`src/rtl/ipguard.sv`:
```
module ipguard #(
  parameter int ADDR_W     = 20,
  parameter int BORDER_W   = 16,
  parameter int DATA_W     = 16,
  parameter int HEAD_BYTES = 8,
  parameter logic [ADDR_W-1:0] VEC_LO = 20'h0FF80,
  parameter logic [ADDR_W-1:0] VEC_HI = 20'h0FFFF,
  parameter logic [DATA_W-1:0] SUBST  = 16'h3FFF
) (
  input  logic                clk,
  input  logic                rst_n,
  input  logic                acc_valid,
  input  logic [1:0]          acc_kind,
  input  logic [1:0]          acc_src,
  input  logic [ADDR_W-1:0]   addr,
  input  logic [BORDER_W-1:0] bord_a,
  input  logic [BORDER_W-1:0] bord_b,
  input  logic                rst_on_viol,
  input  logic                viol_clr,
  input  logic [DATA_W-1:0]   mem_rdata,
  output logic                grant,
  output logic [DATA_W-1:0]   rd_data,
  output logic                mem_we,
  output logic                viol_irq,
  output logic                viol_flag,
  output logic                reset_req
);
  localparam int SHIFT = ADDR_W - BORDER_W;
  localparam logic [ADDR_W-1:0] HEAD = ADDR_W'(HEAD_BYTES);

  logic [BORDER_W-1:0] lo, hi, seg;
  logic [ADDR_W-1:0]   base, off;
  logic in_win, in_head, in_vec, is_cpu, is_fetch, is_write, deny, cpu_fetch;
  logic data_en;

  assign lo   = (bord_a < bord_b) ? bord_a : bord_b;
  assign hi   = (bord_a < bord_b) ? bord_b : bord_a;
  assign seg  = addr[ADDR_W-1:SHIFT];
  assign base = {lo, {SHIFT{1'b0}}};
  assign off  = addr - base;

  assign in_win   = (seg >= lo) && (seg < hi);
  assign in_head  = in_win && (off < HEAD);
  assign in_vec   = (addr >= VEC_LO) && (addr <= VEC_HI);
  assign is_cpu   = (acc_src == 2'd0);
  assign is_fetch = (acc_kind == 2'd0);
  assign is_write = (acc_kind == 2'd2);
  assign cpu_fetch = acc_valid && is_cpu && is_fetch;

  always_comb begin
    if (in_vec || !in_win) grant = 1'b1;
    else if (!is_cpu)      grant = 1'b0;
    else if (is_fetch)     grant = 1'b1;
    else                   grant = data_en;
  end

  assign deny    = acc_valid && !grant;
  assign rd_data = (deny && !is_write) ? SUBST : mem_rdata;
  assign mem_we  = acc_valid && is_write && grant;

  always_ff @(posedge clk or negedge rst_n) begin
    if (!rst_n) begin
      data_en   <= 1'b0;
      viol_irq  <= 1'b0;
      viol_flag <= 1'b0;
      reset_req <= 1'b0;
    end else begin
      if (cpu_fetch) data_en <= in_win && !in_head;
      viol_irq  <= deny;
      reset_req <= deny && rst_on_viol;
      if (deny)          viol_flag <= 1'b1;
      else if (viol_clr) viol_flag <= 1'b0;
    end
  end

  AST_NONCPU_DENY: assert property (@(posedge clk) disable iff (!rst_n)
    (acc_valid && !is_cpu && in_win && !in_vec) |-> !grant);
  AST_OUTSIDE_OPEN: assert property (@(posedge clk) disable iff (!rst_n)
    (acc_valid && !in_win) |-> grant);
  AST_VEC_OPEN: assert property (@(posedge clk) disable iff (!rst_n)
    (acc_valid && in_vec) |-> grant);
  AST_FETCH_OUT_CLOSES: assert property (@(posedge clk) disable iff (!rst_n)
    (cpu_fetch && !in_win) |=> !(acc_valid && is_cpu && !is_fetch && in_win && !in_vec && grant));
  AST_HEAD_CLOSES: assert property (@(posedge clk) disable iff (!rst_n)
    (cpu_fetch && in_head) |=> !(acc_valid && is_cpu && !is_fetch && in_win && !in_vec && grant));
  AST_SUBST_ON_DENY: assert property (@(posedge clk) disable iff (!rst_n)
    (acc_valid && !grant && !is_write) |-> (rd_data == SUBST));
  AST_NO_DENIED_WRITE: assert property (@(posedge clk) disable iff (!rst_n)
    !grant |-> !mem_we);
  AST_IRQ_PULSE: assert property (@(posedge clk) disable iff (!rst_n)
    (acc_valid && !grant) |=> (viol_irq && viol_flag));
  AST_RST_WITH_IRQ: assert property (@(posedge clk) disable iff (!rst_n)
    reset_req |-> viol_irq);
endmodule

```
`config.mk`:
```
export PLATFORM = sky130hd
export DESIGN_NAME = ipguard
export DESIGN_NICKNAME = d
export VERILOG_FILES = /design/src/rtl/ipguard.sv
export SDC_FILE = /design/constraint.sdc
export NUM_CORES = 1
export LEC_CHECK = 0
export ABC_AREA = 0
export BUFFER_PORTS_ARGS = -buffer_cell sky130_fd_sc_hd__buf_2
export CAP_MARGIN = 40
export CELL_PAD_IN_SITES_DETAIL_PLACEMENT = 0
export CELL_PAD_IN_SITES_GLOBAL_PLACEMENT = 1
export CORE_UTILIZATION = 37
export CTS_BUF_LIST = sky130_fd_sc_hd__clkbuf_4
export CTS_CLUSTER_SIZE = 10
export DETAILED_ROUTE_END_ITERATION = 10
export GPL_TIMING_DRIVEN = 1
export HOLD_SLACK_MARGIN = 0.12
export PLACE_DENSITY_LB_ADDON = 0.1
export REMOVE_ABC_BUFFERS = 1
export SYNTH_ARGS = -nofsm -noshare
export SYNTH_HDL_FRONTEND = slang
export SYNTH_SLANG_ARGS = --single-unit
export TNS_END_PERCENT = 5
```
`constraint.sdc`:
```
create_clock -name clk -period 16.8 [get_ports clk]
set_input_delay 3.36 -clock clk [delete_from_list [all_inputs] [get_ports clk]]
set_output_delay 3.36 -clock clk [all_outputs]
set_load 0.03 [all_outputs]
```
==> flow_summary.ini <==
[outcome]
status = complete, no violations

[routing]
drt-vias-per-instance = 5.40
num_vias = 2532
ant_nets = 0
drt_first_iter_violations = 110
detail_route.wl_per_cell_um = 13.0
drt-pass1-iter-count = 4
wl_mm = 6.12
drcViolationCount = 0

[hold_path]
hold_wc_path_type = flop to flop
timing.hold.worst_endpoint = viol_flag
hold_path_depth = 2
min_from = viol_flag

[yosys]
postSynthRegisterBits = 4
synth.yosys.seq_area_share_pct = 4.52
yosys_most_used_dff = sky130_fd_sc_hd__dfrtp_1
synthesis.area_um2 = 2210
synth_edf_count = 0
synth-async-reset-ratio_pct = 100
yosysWarningCount = 0
syn_inst = 306
postSynthAreaPerCell_um2 = 7.23
netlist_cell_types = 50

[placement]
number_of_buffer_cells_added_on_primary_ports = 94
detailed_place_hpwl_mm = 5.41
gp_routability_congestion = 0.860
dp_worst_setup_slack_ns = 5.55
placed_instance_count = 466

[sta]
timing_max_transition_violations_final = 0
setup_viol = 0
worst_skew_ns = 0.00232
setup_ws_ns = 5.56
period_minus_slack_ns = 11.24
post-route-period-util_pct = 66.9
setup_repair_after_global_routing_missed_its_margin = no
finalHoldViolations = 0
setup_total_negative_slack_ns = 0
rel_slew_slack_pct = 58.4
achievable-frequency_ghz = 0.0889
worst_slew_pin_slew_ns = 0.615

[power]
static-leakage-power_nw = 1.44
ir_drop_mv = 0.0224
power_density_normalized_to_cell_area_nw_per_um2 = 54.7

[flow_run]
max_cap_viol_count = 0

[global_route]
global_route.usage.total_pct = 18.9
antenna_found_initial = 0
grt_overflow = 0
grt_start_max_net_pins = 28
first_pass_grt_wire_length_mm = 9.60
number_of_global_route_vias_before_repair = 2125

[die]
boundaryPins = 98
floorplan.die.height_um = 79.3
core-area_um2 = 5640
dieArea_um2 = 6300
core.rowCount = 27
floorplan.die.width_um = 79.3
initial_core_util_pct = 39.2

[clock_network]
cts_setup_buffers = 0
quantity_of_gates_resized_following_cts = 0
clock-root-buffer = sky130_fd_sc_hd__clkbuf_4
max-clock-path-buffers = 2
ctsHtreeMaxLevel = 1
cts_tree = built
cts_hold_repair.buffers = 0
clock_sinks = 4
numCtsBuffers = 3
clock_latency_ns = 0.24
clk_transition_reported_paths_ns = 0.04

[cells_and_area]
antenna-diode-count = 0
final_cells = 469
finish.net_count = 523
drive_above_1_share_pct = 27.2
layout.cells.most_common = sky130_fd_sc_hd__buf_2
most-common-layout-cells = 94 x sky130_fd_sc_hd__buf_2, 46 x sky130_fd_sc_hd__ha_1, 40 x sky130_fd_sc_hd__nor2_1
fin_util_pct = 49.2
nFillCells = 608
area_growth_syn_to_layout_pct = 25.5

[setup_path]
timing.critical_path.to_type = primary output
critical_path_arrival_ns = 7.88
worst_r2r_endpoint = viol_flag
ff2ff_path_depth = 5
crit-reg2reg-launch = data_en
setup.worst_path.class = input pin to primary output
crit_fanout = 27
worst-r2r-setup-slack_ns = 15.39
required_worst_endpoint_ns = 13.44
crit_path_start_kind = input pin
Yosys cell counts (2+ instances only):
cell,n,share of area (%)
sky130_fd_sc_hd__ha_1,46,26
sky130_fd_sc_hd__nor2_1,40,6.8
sky130_fd_sc_hd__a21oi_1,35,7.9
sky130_fd_sc_hd__inv_1,24,4.1
sky130_fd_sc_hd__mux2i_1,20,9.0
sky130_fd_sc_hd__o21ai_0,17,3.8
sky130_fd_sc_hd__nand2_1,10,1.7
sky130_fd_sc_hd__or2_1,10,2.8
sky130_fd_sc_hd__nor2b_1,8,2.3
sky130_fd_sc_hd__nand4_1,7,2.0
sky130_fd_sc_hd__a211oi_1,6,2.0
sky130_fd_sc_hd__nand2b_1,6,1.7
sky130_fd_sc_hd__o211ai_1,6,2.0
sky130_fd_sc_hd__nand3_1,5,1.1
sky130_fd_sc_hd__nor4_1,5,1.4
sky130_fd_sc_hd__a211o_1,4,1.6
sky130_fd_sc_hd__dfrtp_1,4,4.5
sky130_fd_sc_hd__o21a_1,4,1.4
sky130_fd_sc_hd__or2_2,4,1.1
sky130_fd_sc_hd__buf_2,3,0.68
sky130_fd_sc_hd__clkbuf_1,3,0.51
sky130_fd_sc_hd__o31ai_1,3,1.0
sky130_fd_sc_hd__xor2_1,3,1.2
sky130_fd_sc_hd__nand3b_1,2,0.68
sky130_fd_sc_hd__nor3_1,2,0.45
sky130_fd_sc_hd__nor3b_1,2,0.68
sky130_fd_sc_hd__o21ai_1,2,0.45
sky130_fd_sc_hd__o21bai_1,2,0.68
sky130_fd_sc_hd__xnor2_1,2,0.79
final cells by class:
class | instances | area, um2 | area share, %
clock buffer | 3 | 22.5 | 0.811
tap | 72 | 90.1 | 3.24
sequential | 4 | 100 | 3.60
inverter | 24 | 90.1 | 3.24
multi-input combinational | 270 | 1990 | 71.8
timing repair buffer | 96 | 482 | 17.3
state kept, by name, summed over array words and instances, names as in the netlist:
register,cells
data_en,1
viol_irq,1
reset_req,1
viol_flag,1
worst max-delay path, stage by stage:
cell and delay [ns]:
sky130_fd_sc_hd__buf_2 0.12, sky130_fd_sc_hd__ha_1 0.30, sky130_fd_sc_hd__a211o_1 0.26, sky130_fd_sc_hd__a21oi_1 0.20, sky130_fd_sc_hd__o211ai_1 0.17, sky130_fd_sc_hd__a21oi_4 0.51, sky130_fd_sc_hd__buf_4 0.41, sky130_fd_sc_hd__a21oi_1 0.12
sky130_fd_sc_hd__ha_1 0.43, sky130_fd_sc_hd__nand4_2 0.20, sky130_fd_sc_hd__nor4_1 0.38, sky130_fd_sc_hd__a211oi_1 0.10, sky130_fd_sc_hd__o311a_1 0.12, sky130_fd_sc_hd__a211o_1 0.32, sky130_fd_sc_hd__a211oi_4 0.25, sky130_fd_sc_hd__and3_4 0.31
sky130_fd_sc_hd__or2_2 0.12, sky130_fd_sc_hd__buf_2 0.18
where the power goes:
group	internal [mW]	total [mW]	switching, mW
combinational	0.0526	0.128	0.0755
clock	0.00801	0.0122	0.00418
sequential	0.0111	0.0117	0.000588
total	0.0717	0.152	0.0803
routing by layer:
metal	GRT usage (%)	vias to the layer above	part of all wire, %
met5	0	-	0
met4	2.18	0	0
li1	-	1315	-
met1	25.8	1142	49
met3	0.575	0	4.2
met2	33.8	75	47
cells by family (layout without fill, tap and decap cells):
| group | after synthesis | in the layout | synth area share, % |
|---|---|---|---|
| buf+inv | 32 | 123 | 5.94 |
| mux | 21 | 21 | 9.55 |
| fa+ha+maj | 47 | 47 | 26.9 |
| flops | 4 | 4 | 4.52 |
| compound gates | 90 | 90 | 25.8 |
| xor+xnor | 5 | 5 | 1.98 |
| simple gates | 107 | 107 | 25.3 |
stage by stage:
step | power, mW | hold slack, ns | area (um2)
2_1_floorplan | 0.104 | 0.506 | 2170
5_1_grt | 0.168 | 0.547 | 2780
6_report | 0.152 | 0.519 | 2780
3_5_place_dp | 0.139 | 0.514 | 2760
4_1_cts | 0.152 | 0.522 | 2780
3_3_place_gp | 0.139 | 0.508 | 2750
worst max-delay path by stage:
stage / start / to / slack (ns) / depth (start not counted)
6_report: bord_a[13] / rd_data[2] / 5.56 / 18
3_3_place_gp: bord_a[13] / rd_data[1] / 5.43 / 16
3_5_place_dp: bord_a[13] / rd_data[2] / 5.55 / 19
2_1_floorplan: bord_b[13] / mem_we / 4.35 / 17
4_1_cts: bord_a[13] / rd_data[2] / 5.54 / 19
5_1_grt: bord_b[13] / rd_data[0] / 5.16 / 20
Note: power is estimated with default switching activity, not from simulation.
